$ cat config.mk
export PLATFORM = sky130hd
export DESIGN_NAME = prio_irq_ctrl
export DESIGN_NICKNAME = d
export VERILOG_FILES = /design/src/rtl/prio_irq_pkg.sv /design/src/rtl/prio_arbiter.sv /design/src/rtl/sw_req_bank.sv /design/src/rtl/prio_lifo.sv /design/src/rtl/prio_irq_ctrl.sv
export SDC_FILE = /design/constraint.sdc
export NUM_CORES = 1
export LEC_CHECK = 0
export BUFFER_PORTS_ARGS = -buffer_cell sky130_fd_sc_hd__buf_2
export CORE_MARGIN = 2
export CORE_UTILIZATION = 58
export CTS_BUF_LIST = sky130_fd_sc_hd__clkbuf_8
export DETAILED_ROUTE_END_ITERATION = 12
export MAX_ROUTING_LAYER = met4
export PLACE_DENSITY = 0.84
export SLEW_MARGIN = 30
export SYNTH_ARGS = -nofsm -noshare
export SYNTH_HDL_FRONTEND = slang
export SYNTH_SLANG_ARGS = --single-unit
$ cat constraint.sdc
create_clock -name clk -period 26.4 [get_ports clk]
set_clock_uncertainty 0.2 [all_clocks]
set_input_delay 2.64 -clock clk [delete_from_list [all_inputs] [get_ports clk]]
set_output_delay 2.64 -clock clk [all_outputs]
set_load 0.1 [all_outputs]
$ cat src/rtl/prio_irq_pkg.sv
package prio_irq_pkg;
   // Number of bits needed to count 0..depth inclusive
   function automatic int cnt_bits(input int depth);
      return $clog2(depth + 1);
   endfunction
endpackage

$ cat src/rtl/prio_arbiter.sv
module prio_arbiter #(
   parameter int N_SRC  = 16,
   parameter int PRIO_W = 4,
   localparam int IDX_W = $clog2(N_SRC)
) (
   input  logic [N_SRC-1:0]             pend,
   input  logic [N_SRC-1:0][PRIO_W-1:0] prio,
   output logic [IDX_W-1:0]             win_idx,
   output logic [PRIO_W-1:0]            win_prio
);
   // Ascending scan with a strict compare: on equal priority the lower index stays.
   always_comb begin
      win_idx  = '0;
      win_prio = '0;
      for (int i = 0; i < N_SRC; i++) begin
         if (pend[i] && (prio[i] > win_prio)) begin
            win_idx  = IDX_W'(i);
            win_prio = prio[i];
         end
      end
   end
endmodule

$ cat src/rtl/sw_req_bank.sv
module sw_req_bank #(
   parameter int N_SW = 4
) (
   input  logic            clk,
   input  logic            rst_n,
   input  logic [N_SW-1:0] set_stb,
   input  logic [N_SW-1:0] clr_stb,
   output logic [N_SW-1:0] req_q
);
   for (genvar k = 0; k < N_SW; k++) begin : g_bit
      always_ff @(posedge clk or negedge rst_n) begin
         if (!rst_n)          req_q[k] <= 1'b0;
         else if (set_stb[k]) req_q[k] <= 1'b1;
         else if (clr_stb[k]) req_q[k] <= 1'b0;
      end


      set_wins_chk: assert property (@(posedge clk) disable iff (!rst_n)
         set_stb[k] |=> req_q[k]);

      clr_takes_chk: assert property (@(posedge clk) disable iff (!rst_n)
         (clr_stb[k] && !set_stb[k]) |=> !req_q[k]);
   end
endmodule

$ cat src/rtl/prio_lifo.sv
module prio_lifo
   import prio_irq_pkg::*;
#(
   parameter int DEPTH  = 15,
   parameter int PRIO_W = 4,
   localparam int CNT_W = cnt_bits(DEPTH),
   localparam int SLOTS = 1 << CNT_W
) (
   input  logic              clk,
   input  logic              rst_n,
   input  logic              push,
   input  logic [PRIO_W-1:0] push_val,
   input  logic              pop,
   output logic [PRIO_W-1:0] top_val,
   output logic              empty,
   output logic              ovf,
   output logic              unf
);
   logic [PRIO_W-1:0] mem [SLOTS];
   logic [CNT_W-1:0]  cnt;
   logic              full;

   assign empty   = (cnt == '0);
   assign full    = (cnt == CNT_W'(DEPTH));
   assign top_val = empty ? '0 : mem[cnt - 1'b1];

   always_ff @(posedge clk or negedge rst_n) begin
      if (!rst_n) begin
         cnt <= '0;
         ovf <= 1'b0;
         unf <= 1'b0;
      end else if (push) begin
         if (full) ovf <= 1'b1;
         else      cnt <= cnt + 1'b1;
      end else if (pop) begin
         if (empty) unf <= 1'b1;
         else       cnt <= cnt - 1'b1;
      end
   end

   always_ff @(posedge clk) begin
      if (push && !full) mem[cnt] <= push_val;
   end


   ovf_set_chk: assert property (@(posedge clk) disable iff (!rst_n)
      (push && full) |=> ovf);

   ovf_keep_chk: assert property (@(posedge clk) disable iff (!rst_n)
      (push && full) |=> $stable(top_val));

   unf_set_chk: assert property (@(posedge clk) disable iff (!rst_n)
      (pop && !push && empty) |=> unf);

   unf_sticky_chk: assert property (@(posedge clk) disable iff (!rst_n)
      unf |=> unf);
endmodule

$ cat src/rtl/prio_irq_ctrl.sv
module prio_irq_ctrl #(
   parameter int N_SRC       = 16,
   parameter int PRIO_W      = 4,
   parameter int N_SW        = 4,
   parameter int STACK_DEPTH = 15,
   localparam int IDX_W = $clog2(N_SRC),
   localparam int N_HW  = N_SRC - N_SW
) (
   input  logic              clk,
   input  logic              rst_n,
   input  logic [N_HW-1:0]   hw_irq,
   input  logic [N_SW-1:0]   sw_set,
   input  logic [N_SW-1:0]   sw_clr,
   input  logic              prio_wr_en,
   input  logic [IDX_W-1:0]  prio_wr_idx,
   input  logic [PRIO_W-1:0] prio_wr_val,
   input  logic              ack_rd,
   input  logic              eoi,
   output logic              irq_req,
   output logic [IDX_W-1:0]  ack_vec,
   output logic [PRIO_W-1:0] cur_prio,
   output logic              lifo_ovf,
   output logic              lifo_unf
);
   if (N_SW < 1 || N_HW < 1) begin : g_bad_split
      $error("prio_irq_ctrl: need at least one hardware and one software source");
   end
   if (STACK_DEPTH < 1) begin : g_bad_depth
      $error("prio_irq_ctrl: STACK_DEPTH must be positive");
   end
   if (PRIO_W < 1) begin : g_bad_prio
      $error("prio_irq_ctrl: PRIO_W must be positive");
   end

   logic [N_SW-1:0]              sw_q;
   logic [N_SRC-1:0]             pend;
   logic [N_SRC-1:0][PRIO_W-1:0] src_prio;
   logic [IDX_W-1:0]             win_idx;
   logic [PRIO_W-1:0]            win_prio;
   logic [PRIO_W-1:0]            stk_top;
   logic                         stk_empty;
   logic                         do_ack;
   logic                         do_eoi;

   sw_req_bank #(.N_SW(N_SW)) u_sw (
      .clk(clk), .rst_n(rst_n),
      .set_stb(sw_set), .clr_stb(sw_clr), .req_q(sw_q)
   );

   assign pend = {sw_q, hw_irq};

   for (genvar s = 0; s < N_SRC; s++) begin : g_prio
      always_ff @(posedge clk or negedge rst_n) begin
         if (!rst_n)
            src_prio[s] <= '0;
         else if (prio_wr_en && (prio_wr_idx == IDX_W'(s)))
            src_prio[s] <= prio_wr_val;
      end
   end

   prio_arbiter #(.N_SRC(N_SRC), .PRIO_W(PRIO_W)) u_arb (
      .pend(pend), .prio(src_prio), .win_idx(win_idx), .win_prio(win_prio)
   );

   assign irq_req = (win_prio > cur_prio);
   assign ack_vec = win_idx;
   assign do_ack  = ack_rd && irq_req;
   assign do_eoi  = eoi && !do_ack;

   prio_lifo #(.DEPTH(STACK_DEPTH), .PRIO_W(PRIO_W)) u_lifo (
      .clk(clk), .rst_n(rst_n),
      .push(do_ack), .push_val(cur_prio), .pop(do_eoi),
      .top_val(stk_top), .empty(stk_empty), .ovf(lifo_ovf), .unf(lifo_unf)
   );

   always_ff @(posedge clk or negedge rst_n) begin
      if (!rst_n)                     cur_prio <= '0;
      else if (do_ack)                cur_prio <= win_prio;
      else if (do_eoi && !stk_empty)  cur_prio <= stk_top;
   end


   req_above_chk: assert property (@(posedge clk) disable iff (!rst_n)
      irq_req |-> (pend[ack_vec] && (src_prio[ack_vec] > cur_prio)));

   ack_raise_chk: assert property (@(posedge clk) disable iff (!rst_n)
      (ack_rd && irq_req) |=> (cur_prio == $past(src_prio[ack_vec])));

   ack_idle_chk: assert property (@(posedge clk) disable iff (!rst_n)
      (ack_rd && !irq_req && !eoi) |=> $stable(cur_prio));

   ovf_sticky_chk: assert property (@(posedge clk) disable iff (!rst_n)
      lifo_ovf |=> lifo_ovf);
endmodule

# Word-level counts from Yosys, hierarchy flattened
# Memory sizes are Yosys's and may differ from the RTL's.
# Index checks and enable logic that the tools add are counted.
[word_totals]
n_memories = 1
mem_bits_rw = 64
wordCells = 161
ff_bits = 78
output_inout_bits = 11
[mem_list]
columns = ["name", "words", "width", "rd", "rd_clocked_by_memory_dff", "wr", "line", "text"]
rows = [
  ["u_lifo.mem", 16, 4, 1, 0, 1, "prio_lifo.sv:19", "logic [PRIO_W-1:0] mem [SLOTS];"],
]
[classes]
magnitude_cmp = 17
eq_ne = 18
reduce_logical = 50
addsub = 2
bitwise_logic = 1
n_mux = 48
[op_table]
columns = ["operator", "count"]
rows = [
  ["4-bit 2-to-1 mux", 31],
  ["4-bit greater-than comparator", 16],
  ["4-bit == test, second input constant", 9],
  ["1-bit logical AND", 36],
  ["4-bit by 3-bit == test with 1-bit output, second input constant", 4],
  ["3-bit 2-to-1 mux", 4],
  ["2-bit nonzero test", 6],
  ["1-bit 2-to-1 mux", 11],
  ["4-bit by 2-bit == test with 1-bit output, second input constant", 2],
  ["4-bit zero test", 2],
  ["3-bit AND reduction", 2],
  ["4-bit by 1-bit adder with 4-bit output, second input constant", 1],
  ["4-bit by 1-bit == test with 1-bit output, second input constant", 1],
  ["4-bit by 1-bit greater-than comparator with 1-bit output, second input constant", 1],
  ["2-bit 2-to-1 mux", 2],
  ["4-bit by 1-bit subtractor with 4-bit output, second input constant", 1],
  ["1-bit zero test", 3],
  ["2-bit by 1-bit != test with 1-bit output, second input constant", 1],
  ["2-bit != test, second input constant", 1],
  ["2-bit AND reduction", 1],
  ["1-bit inverter", 1],
]

# Longest topological paths before layout
# Gate-level depths: netlist (run 1).
[depth]
ltp_word = 55
mapped_depth = 148

# Modules after synthesis
# A second synthesis (run 1) with hierarchy kept.
[unflattened]
hier_cells = 828
hier_area_um2 = 9226.3
[by_module_without_submodules]
columns = ["mod", "area_per_inst_um2", "seq_area_each_um2", "cells_per_inst", "n_inst"]
rows = [
  ["prio_arbiter", 3286.9, 0.0, 445, 1],
  ["prio_lifo", 3006.6, 2072.0, 181, 1],
  ["prio_irq_ctrl", 2787.7, 1701.6, 190, 1],
  ["sw_req_bank", 145.1, 100.1, 12, 1],
]

# Least setup slack after synthesis (run 1)
# OpenSTA, ideal clock, no wires.
[synth_path]
path_kind = "input-to-output"
startpoint = "input port hw_irq[0]"
endpoint = "output port irq_req"
required_time_ps = 23560
stages = 127
n_path_buf = 3
arrival_time_ps = 26939
path_slack_ps = -3379
cell_sequence = "nand2_1 -> ha_1 -> nor2b_1 -> o211ai_1 -> a21oi_1 -> mux2_2 -> ha_1 -> inv_1 -> a21o_1 -> o211ai_1 -> o32ai_1 -> o211a_4 -> mux2_2 -> inv_1 -> ha_1 -> a21oi_1 -> maj3_1 -> o21bai_1 -> [91 not listed] -> nor3b_1 -> a211o_1 -> o311a_1 -> or2_1 -> ha_1 -> nor2b_1 -> o21a_1 -> o21a_1 -> o211a_1 -> buf_1 -> nand2_1 -> o31ai_1 -> ha_1 -> nor2b_1 -> o21ai_0 -> nand2b_1 -> a21oi_1 -> a41oi_1"
[synth_between]
elab_chain_len = 48
[synth_rtl]
columns = ["element", "line", "text"]
rows = [
  ["start, declared", "prio_irq_ctrl.sv:11", "input logic [N_HW-1:0] hw_irq,"],
  ["1-bit logical AND *", "prio_arbiter.sv:16", "if (pend[i] && (prio[i] > win_prio)) begin"],
  ["4-bit 2-to-1 mux *", "prio_arbiter.sv:16", ""],
  ["4-bit greater-than comparator", "prio_arbiter.sv:16", ""],
  ["1-bit logical AND", "prio_arbiter.sv:16", ""],
  ["4-bit 2-to-1 mux *", "prio_arbiter.sv:16", ""],
  ["4-bit greater-than comparator", "prio_arbiter.sv:16", ""],
  ["1-bit logical AND", "prio_arbiter.sv:16", ""],
  ["4-bit 2-to-1 mux *", "prio_arbiter.sv:16", ""],
  ["[32 not listed]", "--", ""],
  ["4-bit 2-to-1 mux *", "prio_arbiter.sv:16", ""],
  ["4-bit greater-than comparator", "prio_arbiter.sv:16", ""],
  ["1-bit logical AND", "prio_arbiter.sv:16", ""],
  ["4-bit 2-to-1 mux *", "prio_arbiter.sv:16", ""],
  ["4-bit greater-than comparator", "prio_arbiter.sv:16", ""],
  ["1-bit logical AND", "prio_arbiter.sv:16", ""],
  ["4-bit 2-to-1 mux *", "prio_arbiter.sv:16", ""],
  ["4-bit greater-than comparator *", "prio_irq_ctrl.sv:65", "assign irq_req = (win_prio > cur_prio);"],
  ["end, declared", "prio_irq_ctrl.sv:19", "output logic irq_req,"],
]
# Mark *: on every way between the ends. The rest lies on a longest branch, timed or not.

# Final worst setup path (run 1)
[layout_path]
startpoint = "input port hw_irq[0]"
endpoint = "output port ack_vec[2]"
[layout_between]
elab_chain_len = 47
elab_cells_between_ends = 58
[layout_rtl]
columns = ["element", "line", "text"]
rows = [
  ["1-bit logical AND *", "prio_arbiter.sv:16", ""],
  ["4-bit 2-to-1 mux *", "prio_arbiter.sv:16", ""],
  ["4-bit greater-than comparator", "prio_arbiter.sv:16", ""],
  ["1-bit logical AND", "prio_arbiter.sv:16", ""],
  ["4-bit 2-to-1 mux *", "prio_arbiter.sv:16", ""],
  ["4-bit greater-than comparator", "prio_arbiter.sv:16", ""],
  ["1-bit logical AND", "prio_arbiter.sv:16", ""],
  ["4-bit 2-to-1 mux *", "prio_arbiter.sv:16", ""],
  ["[31 not listed]", "--", ""],
  ["1-bit logical AND", "prio_arbiter.sv:16", ""],
  ["4-bit 2-to-1 mux", "prio_arbiter.sv:16", ""],
  ["4-bit greater-than comparator", "prio_arbiter.sv:16", ""],
  ["1-bit logical AND", "prio_arbiter.sv:16", ""],
  ["4-bit 2-to-1 mux", "prio_arbiter.sv:16", ""],
  ["4-bit greater-than comparator", "prio_arbiter.sv:16", ""],
  ["1-bit logical AND", "prio_arbiter.sv:16", ""],
  ["4-bit 2-to-1 mux *", "prio_arbiter.sv:16", ""],
  ["end, declared", "prio_irq_ctrl.sv:20", "output logic [IDX_W-1:0] ack_vec,"],
]
# Marked as above.

==> results.toml, run 1 <==
[status]
run_status = "finished, violations left"
violations = "setup timing"

[floorplanning]
die_area_mm2 = 0.0164
die_height_um = 128
io-pin-count = 44
initial_utilization_pct = 59.0
placement_rows = 45
core_footprint_mm2 = 0.0151
floorplan_die_width_um = 128

[synthesis]
netlist_instances = 831
ys_async_sr_fraction_pct = 54.9
synth_area_mm2 = 0.00894
count_of_flip_flops_with_a_built_in_enable_after_synthesis = 64
yosysWarnings = 0
fraction_of_the_yosys_area_taken_by_sequential_cells_pct = 43.3
average_footprint_of_a_synthesized_cell_um2 = 10.8
synthFlopType = "dfrtp_1"
synth.area.top_cells = "dfrtp_1 22%, edfxtp_1 22%, ha_1 7.7%, mux2_2 7.6%, mux4_2 5.0%"
ys_types = 83
yosys.area.top_type_share_pct = 21.8
synthDominantAreaCellType = "dfrtp_1"
synth-seq-cells = 142

[sta]
timing.hold.ws_ns = 0.287
timing.fmax_mhz = 34.1
hold_viol_final = 0
post-route-period-util_pct = 111
slew_headroom_pct = 41.2
crit_path_setup_slack_layout_ns = -2.96
worst-slew-pin-transition_ns = 0.881
rsz_0062_raised_after_global_routing = "yes"
setup-violations-final = 75
timing.final.max_slew_violations = 0
period_minus_ws_final_ns = 29.36

[setup_path]
critPathBufInv = 28
worst-endpoint-arrival_ns = 26.52
critPathTopFamily = "compound AO/OA/AOI/OAI gates"
r2r-start = "src_prio[1]$_DFFE_PN0P_"
critical_path_class = "input port to primary output"
timing.critical_path.slowest_stage_cell = "mux2_4"
setup.worst_path.end_class = "primary output"
ff2ff_setup_slack_ns = 0.93
rr_worst_depth = 136
worst-path-max-fanout = 6
critical_path_required_ns = 23.56
r2r-end = "u_lifo.mem[14][1]$_DFFE_PP_"
cpPeakStageDelay_ns = 0.37
timing.critical_path.depth = 135
timing.critical_path.from_type = "input port"

[clock_network]
ctsHtreeMaxLevel = 4
root_buffer = "clkbuf_8"
cts-root-to-sink-buffers = 2
path_clk_slew_ns = 0.09
tritoncts.num_buffers = 17
clkLatencyLatePin_ns = 0.49
clock-sinks = 142
cts_tree = "done"

[placed_design]
gpl.final_weighted_congestion = 0.913
portBuffers = 43
placed_cells = 1185
hpwlAfterDp_um = 16400

[final_layout]
flow.area_growth_from_synthesis_pct = 45.6
layout.cells.non_filler = 1324
most-common-layout-cells = "218 x buf_4, 78 x dfrtp_1, 64 x edfxtp_1"
final_common_cell = "buf_4"
insertedDiodeCount = 0
final_layout_size_suffix_gt1_share_pct = 53.0
nets = 1211
num-fill-cells = 607

[global_route]
grt_start_max_net_pins = 58
global_route_wire_length_before_repair_um = 43400
grt.total_usage_pct = 35.3
first_global_vias = 8521
antenna_found_initial = 0
grt_remaining_overflow = 0

[drt]
drt-total-wl_um = 34600
drc = 0
post_drt_via_cell_ratio = 6.92
route.detailed.wl_per_inst_um = 26.1
routed-via-count = 9160
dr.first_iter.drc_count = 1072
dr.pass1.iters = 9
ant_nets = 0

[hold_path]
hold_class = "register to register"
hold_end = "u_lifo.ovf$_DFFE_PN0P_"
hold_path.startpoint = "u_lifo.ovf$_DFFE_PN0P_"
whs_path_depth = 1

[run]
max-cap-violations = 0
-- area by class of cell --
class	count	area [um^2]	area share (%)
Multi-Input combinational cell	601	5890	45.2
Sequential cell	142	3870	29.8
Timing Repair Buffer	293	2330	17.9
Inverter	68	268	2.06
Tap cell	188	235	1.81
Clock buffer	17	234	1.80
Clock inverter	15	189	1.45
-- through the flow --
step / setup slack [ns] / utilization (%) / area [um^2] / TNS (ns)
6_report: -2.96 / 86.0 / 13000 / -56.83
3_5_place_dp: -2.12 / 71.4 / 10800 / -36.82
4_1_cts: -1.28 / 79.9 / 12100 / -3.44
5_1_grt: -3.57 / 86.0 / 13000 / -108.36
2_1_floorplan: -1.26 / - / 9380 / -3.07
3_3_place_gp: -1.53 / 71.4 / 10800 / -5.57
-- flip-flops by register name, indices dropped and copies added, names as in the netlist --
signal / cells
cur_prio: 4
src_prio: 64
u_lifo.cnt: 4
u_lifo.mem: 64
u_lifo.ovf: 1
u_lifo.unf: 1
u_sw.req_q: 4
-- worst register-to-register path: cells and delay by family, from the launching register on --
kind                     cells  cell delay (ns)
adder cells (fa/ha/maj)     18             4.49
AND/OR/NAND/NOR             38             5.74
buffers and inverters       19             2.11
AO/OA/AOI/OAI               55            10.27
flip-flops                   1             0.49
multiplexers                 6             1.95
-- synthesized netlist by cell type (all sizes together), types with 9 or more instances --
cell type	n
a21o	21
a21oi	36
a31oi	9
and2	15
and3	13
clkbuf	18
dfrtp	78
edfxtp	64
ha	55
inv	68
mux2	63
mux4	20
nand2	66
nand3	19
nor2	47
nor3	12
o21a	15
o21ai	57
-- layer usage --
metal | vias up | global-route usage [%] | part of all wire [%]
li1 | 3700 | - | -
met1 | 4406 | 41.2 | 35
met2 | 781 | 59.2 | 48
met3 | 273 | 6.39 | 9.6
met4 | 0 | 16.9 | 7.8
met5 | - | - | 0
-- timing repair --
| item | 4_1_cts | 5_1_grt |
|---|---|---|
| setup buffers | 65 | 42 |
| resized for setup | 88 | 149 |
| gates cloned | 0 | 2 |
| endpoints found under the setup margin | 71 | 75 |
| pin swaps | 98 | 79 |
| hold buffers | 0 | 0 |
-- logic make-up (layout without fill, tap and decap cells) --
group | after synthesis | after routing | share of synthesized area [%]
and+or+nand+nor | 223 | 223 | 12.4
AOI/OAI and AO/OA | 216 | 216 | 17.4
DFF | 142 | 142 | 43.3
buffers and inverters | 91 | 393 | 3.89
muxes | 89 | 89 | 13.8
adders and majority gates | 59 | 59 | 8.15
xor gates and xnor gates | 10 | 10 | 0.980
other | 1 | 4 | 0.0420
-- worst max-delay path by stage --
stage              start          to
3_3_place_gp   hw_irq[0]     irq_req
2_1_floorplan  hw_irq[0]     irq_req
6_report       hw_irq[0]  ack_vec[2]
3_5_place_dp   hw_irq[0]     irq_req
4_1_cts        hw_irq[0]     irq_req
5_1_grt        hw_irq[0]  ack_vec[2]
Power of run 1 is left out: the tool's default activity adds up to more than one toggle a clock period on the data nets, which glitch-free logic cannot reach.
==> run 2, diff against run 1 <==
Settings changed: SKIP_LAST_GASP set to 1.
==> results.toml, run 2 (synthesis gave the netlist of run 1 again) <==
[status]
run_status = "finished, violations left"
violations = "setup timing"

[floorplanning]
floorplan_die_width_um = 128
io-pin-count = 44
die_area_mm2 = 0.0164
core_footprint_mm2 = 0.0151
die_height_um = 128
placement_rows = 45
initial_utilization_pct = 59.0

[sta]
setup-violations-final = 75
timing.final.max_slew_violations = 0
post-route-period-util_pct = 112
crit_path_setup_slack_layout_ns = -3.26
period_minus_ws_final_ns = 29.66
hold_viol_final = 0
worst-slew-pin-transition_ns = 0.915
timing.fmax_mhz = 33.7
slew_headroom_pct = 39.0
rsz_0062_raised_after_global_routing = "yes"

[setup_path]
critical_path_class = "input port to primary output"
r2r-start = "src_prio[1]$_DFFE_PN0P_"
rr_worst_depth = 138
r2r-end = "u_lifo.mem[14][2]$_DFFE_PP_"
cpPeakStageDelay_ns = 0.41
critical_path_required_ns = 23.56
worst-endpoint-arrival_ns = 26.82
worst-path-max-fanout = 6
timing.critical_path.slowest_stage_cell = "ha_1"
timing.critical_path.from_type = "input port"
setup.worst_path.end_class = "primary output"
ff2ff_setup_slack_ns = 0.75

[hold_path]
whs_path_depth = 1
hold_class = "register to register"
hold_path.startpoint = "u_lifo.ovf$_DFFE_PN0P_"
hold_end = "u_lifo.ovf$_DFFE_PN0P_"

[final_layout]
utilization_pct = 86.0
num-fill-cells = 620
final_layout_size_suffix_gt1_share_pct = 53.1
flow.area_growth_from_synthesis_pct = 45.8
final_common_cell = "buf_4"
nets = 1213
most-common-layout-cells = "219 x buf_4, 78 x dfrtp_1, 64 x edfxtp_1"
registers_with_the_highest_flip_flop_counts = "src_prio (64), u_lifo.mem (64)"

[clock_network]
cts-root-to-sink-buffers = 2
cts_tree = "done"
ctsHtreeMaxLevel = 4
clkLatencyLatePin_ns = 0.49
clock-sinks = 142
tritoncts.num_buffers = 17
root_buffer = "clkbuf_8"
cts_hold_buffers = 0
path_clk_slew_ns = 0.09

[drt]
dr.first_iter.drc_count = 1189
routed-via-count = 9307
route.detailed.wl_per_inst_um = 26.9
ant_nets = 0
drc = 0
post_drt_via_cell_ratio = 7.01
dr.pass1.iters = 9
drt-total-wl_um = 35700

[global_route]
first_global_vias = 8495
gr-max-usage-layer = "met2"
grt_use_met2_pct = 59.0
groute.layer.met3.usage_pct = 6.55
grt_remaining_overflow = 0
antenna_found_initial = 2
grtUsageMet1_pct = 41.2
global_route_wire_length_before_repair_um = 43300
grt.total_usage_pct = 35.2
grt_start_max_net_pins = 58

[placed_design]
portBuffers = 43
gpl.final_weighted_congestion = 0.913
hpwlAfterDp_um = 16400

[run]
max-cap-violations = 0
## run 2: how the worst max path moves through the flow
| stage | to | start | cells after the start |
|---|---|---|---|
| 2_1_floorplan | irq_req | hw_irq[0] | 130 |
| 5_1_grt | ack_vec[3] | hw_irq[0] | 135 |
| 6_report | ack_vec[3] | hw_irq[0] | 137 |
| 3_5_place_dp | irq_req | hw_irq[0] | 131 |
| 3_3_place_gp | irq_req | hw_irq[0] | 131 |
| 4_1_cts | irq_req | hw_irq[0] | 125 |
## run 2: worst max-delay path, delay by kind of cell
kind | cells | cell delay [ns]
muxes | 7 | 2.23
buffers and inverters | 30 | 3.44
AOI/OAI and AO/OA | 51 | 9.30
adders and majority gates | 18 | 4.43
and+or+nand+nor | 31 | 4.72
## run 2: layout make-up
class,instances,area (um^2),share of cell area (%)
Sequential cell,142,3870,29.7
Timing Repair Buffer,295,2340,18.0
Multi-Input combinational cell,601,5880,45.1
Clock inverter,15,189,1.45
Tap cell,188,235,1.81
Clock buffer,17,234,1.80
Inverter,68,268,2.06
Antenna cell,2,5.00,0.0384
## run 2: per-stage QoR
step                      cells  setup slack (ns)  cell area, um^2  TNS, ns  hold WS, ns
after CTS                  1282             -1.28            12100    -3.44        0.278
after detailed placement   1185             -2.12            10800   -36.82        0.255
after global routing       1328             -3.91            13000  -128.42        0.284
after floorplan             834             -1.26             9380    -3.07        0.270
after global placement     1185             -1.53            10800    -5.57        0.251
final                      1328             -3.26            13000   -71.75        0.288
## run 2: repair_timing
action                                 4_1_cts  5_1_grt
setup endpoints to repair                   71       75
gates cloned                                 0        2
gates resized for setup                     87      148
buffers inserted                            65       44
endpoints found under the hold margin        0        0
pin swaps                                   98       77
## run 2: metal layers
layer	up-vias	wire length (um)
li1	3699	-
met1	4412	12100
met2	846	16900
met3	350	3560
met4	0	3110
met5	-	0
Power of run 2 is left out for the same reason.
==> run 3, diff against run 2 <==
Settings changed: CORE_MARGIN 2 to not set, PLACE_DENSITY 0.84 to 0.85, SKIP_CTS_REPAIR_TIMING set to 1.
==> results.toml, run 3 (synthesis gave the netlist of run 1 again) <==
[drt]
dr.pass1.iters = 6
post_drt_via_cell_ratio = 6.57
dr.first_iter.drc_count = 944
drt-total-wl_um = 28700
drc = 0
routed-via-count = 8336
route.detailed.wl_per_inst_um = 22.6
ant_nets = 0

[floorplanning]
placement_rows = 45
io-pin-count = 44
floorplan_die_width_um = 126
die_height_um = 126
die_area_mm2 = 0.0159
core_footprint_mm2 = 0.0151
initial_utilization_pct = 59.0

[final_layout]
flow.area_growth_from_synthesis_pct = 36.6
final_layout_size_suffix_gt1_share_pct = 47.2
insertedDiodeCount = 0
nets = 1155
final_common_cell = "buf_4"
registers_with_the_highest_flip_flop_counts = "src_prio (64), u_lifo.mem (64)"
layout.cells.non_filler = 1268
num-fill-cells = 770
most-common-layout-cells = "188 x buf_4, 78 x dfrtp_1, 64 x edfxtp_1"

[clock_network]
cts-root-to-sink-buffers = 2
root_buffer = "clkbuf_8"
path_clk_slew_ns = 0.10
tritoncts.num_buffers = 17
clock-sinks = 142
ctsHtreeMaxLevel = 4
clkLatencyLatePin_ns = 0.48
cts_tree = "done"

[setup_path]
critical_path_required_ns = 23.56
worst-path-max-fanout = 7
critical-path-top-cell-by-count = "ha_4"
r2r-end = "u_lifo.mem[12][1]$_DFFE_PP_"
r2r-start = "src_prio[1]$_DFFE_PN0P_"
timing.critical_path.slowest_stage_cell = "or4_4"
critical_path_class = "input port to primary output"
timing.critical_path.from_type = "input port"
ff2ff_setup_slack_ns = 1.74
rr_worst_depth = 133
worst-endpoint-arrival_ns = 25.70
crit_start = "hw_irq[0]"
setup.worst_path.end_class = "primary output"
cpPeakStageDelay_ns = 0.44

[placed_design]
gpl.final_weighted_congestion = 0.906
portBuffers = 43
hpwlAfterDp_um = 16600
placed_cells = 1192

[hold_path]
hold_end = "u_lifo.unf$_DFFE_PN0P_"
hold_class = "register to register"
whs_path_depth = 1
hold_path.startpoint = "u_lifo.unf$_DFFE_PN0P_"

[sta]
post-route-period-util_pct = 108
timing.fmax_mhz = 35.0
crit_path_setup_slack_layout_ns = -2.14
timing.final.max_slew_violations = 0
period_minus_ws_final_ns = 28.54
setup-violations-final = 19
slew_headroom_pct = 42.6
hold_viol_final = 0
timing.hold.ws_ns = 0.282
worst-slew-pin-transition_ns = 0.861
rsz_0062_raised_after_global_routing = "yes"

[global_route]
antenna_found_initial = 0
grt_remaining_overflow = 0
grt.total_usage_pct = 31.2
global_route_wire_length_before_repair_um = 37600
grt_start_max_net_pins = 62
first_global_vias = 7694

[status]
run_status = "finished, violations left"
violations = "setup timing"

[run]
max-cap-violations = 0
==> run 3: changes by cell type in the layout (fill, tap and decap cells not counted), moves of 6 or more <==
cell	change
buf_4	-31
buf_6	-25
and3_1	+9
and3_4	-9
and2_4	-8
and2_1	+7
nor2_4	-7
nor2_1	+6
==> run 3: worst max path at each step <==
stage / to / slack [ns] / cells past startpoint
floorplan: irq_req / -1.26 / 130
CTS: irq_req / -2.48 / 130
global placement: irq_req / -1.52 / 130
finish: irq_req / -2.14 / 129
global route: irq_req / -2.89 / 131
detailed placement: irq_req / -2.24 / 131
==> run 3: metrics by stage <==
stage               instance area, um^2  utilization, %  setup slack [ns]  TNS [ns]
detailed placement                10900            71.7             -2.24    -39.72
global route                      12200            80.6             -2.89    -61.47
global placement                  10900            71.7             -1.52     -5.42
CTS                               11300            74.4             -2.48    -22.91
finish                            12200            80.6             -2.14     -8.37
floorplan                          9380               -             -1.26     -3.07
==> run 3: routing by layer <==
| layer | part of all wire (%) | vias up | routed length, um | GRT usage (%) |
|---|---|---|---|---|
| met5 | 0 | - | 0 | - |
| met4 | 5.4 | 0 | 1550 | 10.3 |
| met3 | 8.0 | 174 | 2310 | 5.69 |
| met2 | 49 | 544 | 14100 | 51.3 |
| met1 | 37 | 4044 | 10700 | 39.0 |
| li1 | - | 3574 | - | - |
==> run 3: worst max-delay path: cells and delay by family <==
family                   cells  cell delay [ns]
AO/OA/AOI/OAI               60            10.63
AND/OR/NAND/NOR             30             3.85
multiplexers                 7             2.14
adder cells (fa/ha/maj)     19             5.08
buffers and inverters       13             1.33
==> run 3: layout make-up <==
| type | count | area (um^2) | area share (%) |
|---|---|---|---|
| clock buffers | 17 | 234 | 1.92 |
| repair buffers | 237 | 1780 | 14.5 |
| clock inverters | 15 | 170 | 1.39 |
| well taps | 188 | 235 | 1.93 |
| inverters | 68 | 268 | 2.19 |
| flip-flops and latches | 142 | 3870 | 31.7 |
| multi-input cells | 601 | 5660 | 46.3 |
Power of run 3 is left out for the same reason.
